<file path="config.mk">
export PLATFORM = sky130hd
export DESIGN_NAME = dma_xfer_count
export DESIGN_NICKNAME = d
export VERILOG_FILES = /design/src/rtl/dma_xfer_count.sv
export SDC_FILE = /design/constraint.sdc
export NUM_CORES = 1
export LEC_CHECK = 0
export ABC_AREA = 1
export BUFFER_PORTS_ARGS = -buffer_cell sky130_fd_sc_hd__buf_2
export CORE_MARGIN = 1.5
export CORE_UTILIZATION = 47
export CTS_CLUSTER_DIAMETER = 30
export CTS_CLUSTER_SIZE = 14
export DETAILED_ROUTE_END_ITERATION = 10
export PLACE_DENSITY = 0.65
export SETUP_SLACK_MARGIN = 0.02
export SLEW_MARGIN = 20
export SYNTH_ARGS = -nofsm -noshare
export SYNTH_HDL_FRONTEND = slang
export SYNTH_SLANG_ARGS = --single-unit
</file>
<file path="constraint.sdc">
create_clock -name clk -period 2.2 [get_ports clk]
set_input_delay 0.22 -clock clk [delete_from_list [all_inputs] [get_ports clk]]
set_output_delay 0.22 -clock clk [all_outputs]
set_load 0.02 [all_outputs]
</file>
<file path="src/rtl/dma_xfer_count.sv">
module dma_xfer_count #(
  parameter int CNT_W = 24
) (
  input  logic        clk,
  input  logic        rst_n,
  input  logic        reg_wr,
  input  logic [1:0]  reg_addr,
  input  logic [31:0] reg_wdata,
  output logic [31:0] reg_rdata,
  input  logic        wr_en,
  input  logic        rd_en,
  input  logic        wr_beat,
  input  logic [2:0]  wr_beat_bytes,
  input  logic        rd_beat,
  input  logic [2:0]  rd_beat_bytes,
  input  logic        bus_abort,
  output logic        wr_req,
  output logic        rd_req,
  output logic        irq
);
  localparam logic [1:0] A_WCNT = 2'd0;
  localparam logic [1:0] A_RCNT = 2'd1;
  localparam logic [1:0] A_CTRL = 2'd2;
  localparam logic [1:0] A_STAT = 2'd3;
  localparam int B_WDONE = 18;
  localparam int B_RDONE = 19;
  localparam int B_ABORT = 21;

  logic [CNT_W-1:0] wcnt, rcnt;
  logic [3:0]       ctrl;
  logic             st_wdone, st_rdone, st_abort;

  wire chk_on  = ctrl[3];
  wire sel_w   = reg_wr && reg_addr == A_WCNT;
  wire sel_r   = reg_wr && reg_addr == A_RCNT;
  wire sel_c   = reg_wr && reg_addr == A_CTRL;
  wire sel_s   = reg_wr && reg_addr == A_STAT;

  wire [CNT_W-1:0] wbytes = CNT_W'(wr_beat_bytes);
  wire [CNT_W-1:0] rbytes = CNT_W'(rd_beat_bytes);

  wire w_step = chk_on && wr_beat && !sel_w && wcnt != '0;
  wire r_step = chk_on && rd_beat && !sel_r && rcnt != '0;
  wire w_last = w_step && wbytes >= wcnt;
  wire r_last = r_step && rbytes >= rcnt;

  always_ff @(posedge clk) begin
    if (!rst_n) begin
      wcnt <= '0;
      rcnt <= '0;
      ctrl <= '0;
    end else begin
      if (sel_w)       wcnt <= reg_wdata[CNT_W-1:0];
      else if (w_last) wcnt <= '0;
      else if (w_step) wcnt <= wcnt - wbytes;

      if (sel_r)       rcnt <= reg_wdata[CNT_W-1:0];
      else if (r_last) rcnt <= '0;
      else if (r_step) rcnt <= rcnt - rbytes;

      if (sel_c) ctrl <= reg_wdata[3:0];
    end
  end

  wire clr_w = sel_s && reg_wdata[B_WDONE];
  wire clr_r = sel_s && reg_wdata[B_RDONE];
  wire clr_a = sel_s && reg_wdata[B_ABORT];

  always_ff @(posedge clk) begin
    if (!rst_n) begin
      st_wdone <= 1'b0;
      st_rdone <= 1'b0;
      st_abort <= 1'b0;
    end else begin
      st_wdone <= (st_wdone && !clr_w) || w_last;
      st_rdone <= (st_rdone && !clr_r) || r_last;
      st_abort <= (st_abort && !clr_a) || bus_abort;
    end
  end

  logic [31:0] stat_word;
  always_comb begin
    stat_word = '0;
    stat_word[B_WDONE] = st_wdone;
    stat_word[B_RDONE] = st_rdone;
    stat_word[B_ABORT] = st_abort;
  end

  always_comb begin
    unique case (reg_addr)
      A_WCNT:  reg_rdata = 32'(wcnt);
      A_RCNT:  reg_rdata = 32'(rcnt);
      A_CTRL:  reg_rdata = 32'(ctrl);
      default: reg_rdata = stat_word;
    endcase
  end

  wire abort_ie = ctrl[2] || ctrl[1] || ctrl[0];

  assign wr_req = wr_en && (!chk_on || wcnt != '0);
  assign rd_req = rd_en && (!chk_on || rcnt != '0);
  assign irq    = (st_wdone && ctrl[0]) || (st_rdone && ctrl[1]) || (st_abort && abort_ie);
endmodule


</file>
# Yosys cells after proc, flatten, opt, wreduce, memory -nomap -nowiden

Index checks and enable logic that the tools add are counted.

Bits in registers: 55
Input bits: 48
Output and inout bits: 35
Word-level logic and storage cells: 63

Add/subtract/negate cells: 2
Order comparisons: 2
Eq/ne operators: 3
Muxes and demuxes: 7
Reductions and logical operators: 43

Operator list:

| operator                                                               | number |
|---|---|
| 24-bit two-way mux                                                     | 6 |
| 24-bit one-hot mux with 3 select lines                                 | 1 |
| 3-bit by 24-bit >= comparator with 1-bit output                        | 2 |
| 24-bit nonzero test                                                    | 2 |
| 24-bit by 3-bit subtractor with 24-bit output                          | 2 |
| 1-bit logical AND                                                      | 23 |
| 1-bit logical OR                                                       | 9 |
| 1-bit zero test                                                        | 6 |
| 3-bit nonzero test                                                     | 2 |
| 2-bit equality test (second input constant)                            | 2 |
| 2-bit by 1-bit equality test with 1-bit output (second input constant) | 1 |
| 2-bit zero test                                                        | 1 |

# Longest topological paths before layout

Word-level depth: 8
Gate-level depth with buffers: 14
Mapped depth without buffers: 14

# Least setup slack after synthesis

No wires, ideal clock.

Path type: register -> register
Start point: register wcnt[0]
End point: register wcnt[18]
Setup time: 0.131 ns
Arrival: 1.838 ns
Data required time: 2.069 ns
Slack: 0.230 ns
Stages on the path, launching flop included: 12
Path buffers: 0
Period minus slack after synthesis: 1.970 ns
Cell sequence: dfxtp_1 inv_1 ha_1 inv_1 fa_1 nand2_1 nand2_1 nor2_1 nand3_1 xor2_1 a21oi_1 nor2_1

Cells in the longest elaborated chain, start to end: 5
Elaborated cells on any way between the ends: 9
Those cells by class: add/sub: 1; order compare: 1; mux: 3; reduce/logical: 4

RTL lines:

| item                                                                                  | RTL line | source |
|---|---|---|
| start: declaration                                                                    | 29       | `logic [CNT_W-1:0] wcnt, rcnt;` |
| start signal: assignment                                                              | 53       | `if (sel_w) wcnt <= reg_wdata[CNT_W-1:0];` |
| start signal: assignment                                                              | 55       | `else if (w_step) wcnt <= wcnt - wbytes;` |
| branches (longest 5 deep; another with 24-bit by 3-bit subtractor with 24-bit output) | --       |  |

Several ways; the timed one is not identified. The select of a mux whose other input is x is not followed.
A chain may end at the register's enable or synchronous reset.

# Final worst setup path

Start point: register rcnt[0]
End point: register rcnt[7]

Cells in the longest elaborated chain, start to end: 5
Elaborated cells on any way between the ends: 9
Those cells by class: add/sub: 1; order compare: 1; mux: 3; reduce/logical: 4

RTL lines:

| item                                                                                  | RTL line | source |
|---|---|---|
| start: declaration                                                                    | 29       |  |
| start signal: assignment                                                              | 57       | `if (sel_r) rcnt <= reg_wdata[CNT_W-1:0];` |
| start signal: assignment                                                              | 59       | `else if (r_step) rcnt <= rcnt - rbytes;` |
| branches (longest 5 deep; another with 24-bit by 3-bit subtractor with 24-bit output) | --       |  |

Several ways; the timed one is not identified. The select of a mux whose other input is x is not followed.

==> results_dict.tcl <==
set metrics [dict create \
    outcome "finished, final reports clean" \
    routed-via-count 5072 \
    synth_top_area_share_pct 23.5 \
    fin_skew_ns 0.00428 \
    postSynthAreaPerCell_um2 6.05 \
    htree_levels 2 \
    post-route-period-util_pct 93.5 \
    fin_setup_tns_ns 0 \
    placeable_core_region_mm2 0.00973 \
    layout.cells.most_common "sky130_fd_sc_hd__nand2_1" \
    cap_violations 0 \
    final_antenna_net_count 0 \
    static-leakage-power_uw 0.00260 \
    grt_pass1_vias 4710 \
    layout-drive-gt1-share_pct 19.2 \
    initial_antenna_violation_count 0 \
    cp-end-kind "flop" \
    sequential_share_of_power_pct 37.1 \
    yosys_warnings 0 \
    synth_sequential_area_ratio_pct 23.5 \
    post-place-ws_ns 0.0248 \
    timing.critical_path.from_type "flop" \
    placement_rows 36 \
    detail_route.vias_per_cell 5.19 \
    nNetsFinal 901 \
    sw_frac_of_total_pct 42.6 \
    clock_tree.root_cell "sky130_fd_sc_hd__clkbuf_8" \
    clock_input_transition_at_the_sequential_cells_of_the_worst_setup_and_hold_paths_ns 0.10 \
    synthCells 775 \
    critical_path.max_fanout 6 \
    design.die.area_mm2 0.0106 \
    io_pins 83 \
    timing_worst_setup_path_type "flop to flop" \
    path_buf_inv 3 \
    synth.area.top_cells "sky130_fd_sc_hd__dfxtp_1 23%, sky130_fd_sc_hd__nand2_1 15%, sky130_fd_sc_hd__inv_1 11%" \
    clkSinkCount 55 \
    die_h_um 103 \
    dr.pass1.iters 5 \
    final_util_pct 54.6 \
    die_outline_width_um 103 \
    grt_max_degree 44 \
    flop2flop_setup_slack_ns 0.14 \
    synth_top_area_cell "sky130_fd_sc_hd__dfxtp_1" \
    count_of_input_and_output_buffers 66 \
    clkPwrFrac_pct 18.6 \
    vdd_drop_max_v 0.000316 \
    detail_route.wirelength_um 14300 \
    internal-power_uw 1710 \
    diodes 0 \
    finalHoldWorstSlack_ns 0.126 \
    place.gp.congestion 1.04 \
    synth_seq_cells 55 \
    timing.critical_path.slowest_cell_delay_ns 0.35 \
    grt_setup_unrepaired "false" \
    area.growth.synth_to_final_pct 13.3 \
    clock_latency_ns 0.31 \
    cts_tree "yes" \
    grt_remaining_overflow 0 \
    global_route.usage.total_pct 28.2 \
    comb_power_share_pct 44.2 \
    most-common-layout-cells "186 x sky130_fd_sc_hd__nand2_1, 137 x sky130_fd_sc_hd__inv_1, 80 x sky130_fd_sc_hd__nor2_1, 66 x sky130_fd_sc_hd__buf_2, 62 x sky130_fd_sc_hd__nand3_1" \
    detailed_place_hpwl_um 11200 \
    cts_hold_repair.buffers 0 \
    drc 0 \
    syn-cell-area_mm2 0.00469 \
    first_pass_grt_wire_length_um 22900 \
    fillers 1046 \
    setup_viol 0 \
    synth_cell_type_count 36 \
    power.net_switching_uw 1280 \
    critical_path.top_delay_family "simple AND/OR/NAND/NOR gates" \
    hold_fails_final_rpt 0 \
    critical_path.slowest_cell "sky130_fd_sc_hd__fa_2" \
    power.density_cell_area_mw_per_mm2 563 \
    timing.final.ws_setup_ns 0.142 \
    ctsLongestPathBuffers 2 \
    final_max_slew_viol_count 0 \
    upper_clock_frequency_limit_mhz 486 \
    series_of_cell_instances_along_the_critical_path "inv_1 -> ha_2 -> inv_1 -> fa_2 -> nand2_1 -> nand2_2 -> nand2_1 -> nand2_2 -> nor2_4 -> clkinvlp_4 -> nand4_1 -> a21oi_1" \
    drtIter0Drc 257 \
    cts_bufs_inserted 5 \
    routed_wire_length_per_instance_um 14.7 \
    starting_density_of_the_core_pct 48.2 \
    required_ns 2.40 \
    worstPathArrival_ns 2.26 \
    hold_class "input port to flop" \
    final_period_minus_worst_setup_slack_ns 2.06 \
]
## metrics by stage
| step | cells | total power (µW) | cell area (µm²) |
|---|---|---|---|
| global route | 977 | 3230 | 5320 |
| global placement | 968 | 2380 | 5170 |
| CTS | 974 | 2960 | 5250 |
| detailed placement | 968 | 2400 | 5170 |
| floorplan | 782 | 2080 | 4720 |
| finish | 977 | 2990 | 5320 |
## synth_stat cells, drive strengths merged
master / count
a221oi: 1
o21a: 2
o22ai: 17
dfxtp: 55
a21oi: 49
a31oi: 2
nor3: 1
o221ai: 7
buf: 20
o21ai: 34
xnor2: 1
nand4: 33
ha: 6
fa: 2
nand2: 197
nand3: 64
inv: 150
conb: 1
nor2: 101
xor2: 20
clkbuf: 12
## power by group through the flow
stage | combinational [µW] | clock [µW] | sequential (µW)
final | 1320 | 557 | 1110
after global routing | 1500 | 611 | 1120
after CTS | 1280 | 575 | 1110
after detailed placement | 1270 | 0 | 1130
after global placement | 1250 | 0 | 1130
after floorplan | 963 | 0 | 1120
## per-layer routing
layer	GRT usage (%)	vias up	share of wire [%]
met4	8.63	0	2.8
li1	-	2587	-
met3	3.46	30	4.6
met1	37.3	2316	45
met2	48.0	139	48
met5	0	-	0
## kinds of logic after synthesis
logic type | count (synthesis) | share of synthesized area (%)
xor gates and xnor gates | 21 | 3.92
adders and majority gates | 8 | 2.45
other | 1 | 0.0800
DFF | 55 | 23.5
AOI/OAI and AO/OA | 112 | 14.6
and+or+nand+nor | 396 | 39.3
buffers and inverters | 182 | 16.1
## final cells by class
cell class / instances / area (µm²) / share of cell area [%]
Timing Repair Buffer: 87 / 513 / 9.65
Inverter: 150 / 567 / 10.7
Clock buffer: 6 / 72.6 / 1.37
Multi-Input combinational cell: 545 / 2890 / 54.3
Sequential cell: 55 / 1100 / 20.7
Timing Repair inverter: 1 / 7.51 / 0.141
Tap cell: 133 / 166 / 3.13
## sequential cells by signal (all words and copies together) (netlist names)
| signal | count |
|---|---|
| st_wdone | 1 |
| ctrl | 4 |
| wcnt | 24 |
| rcnt | 24 |
| st_rdone | 1 |
| st_abort | 1 |
## path summary, 6_finish.rpt
path,from,to,cells after the start
worst max-delay path,rcnt[0],rcnt[7],12
worst min-delay path,bus_abort,st_abort,3
worst max register to register,rcnt[0],rcnt[7],12
worst min register to register,ctrl[2],ctrl[2],2
## worst min-delay path, stage by stage
cell                      delay [ns]
sky130_fd_sc_hd__buf_2          0.08
sky130_fd_sc_hd__a21oi_1        0.04
sky130_fd_sc_hd__nor2_1         0.07
## timing repair
action / CTS / global route
cloned: 0 / 1
buffers inserted: 0 / 2
resized for setup: 0 / 13
setup endpoints to repair: 11 / 42
pin swaps: 1 / 10
hold endpoints to repair: 0 / 0
Note: power is estimated with default switching activity, not from simulation.
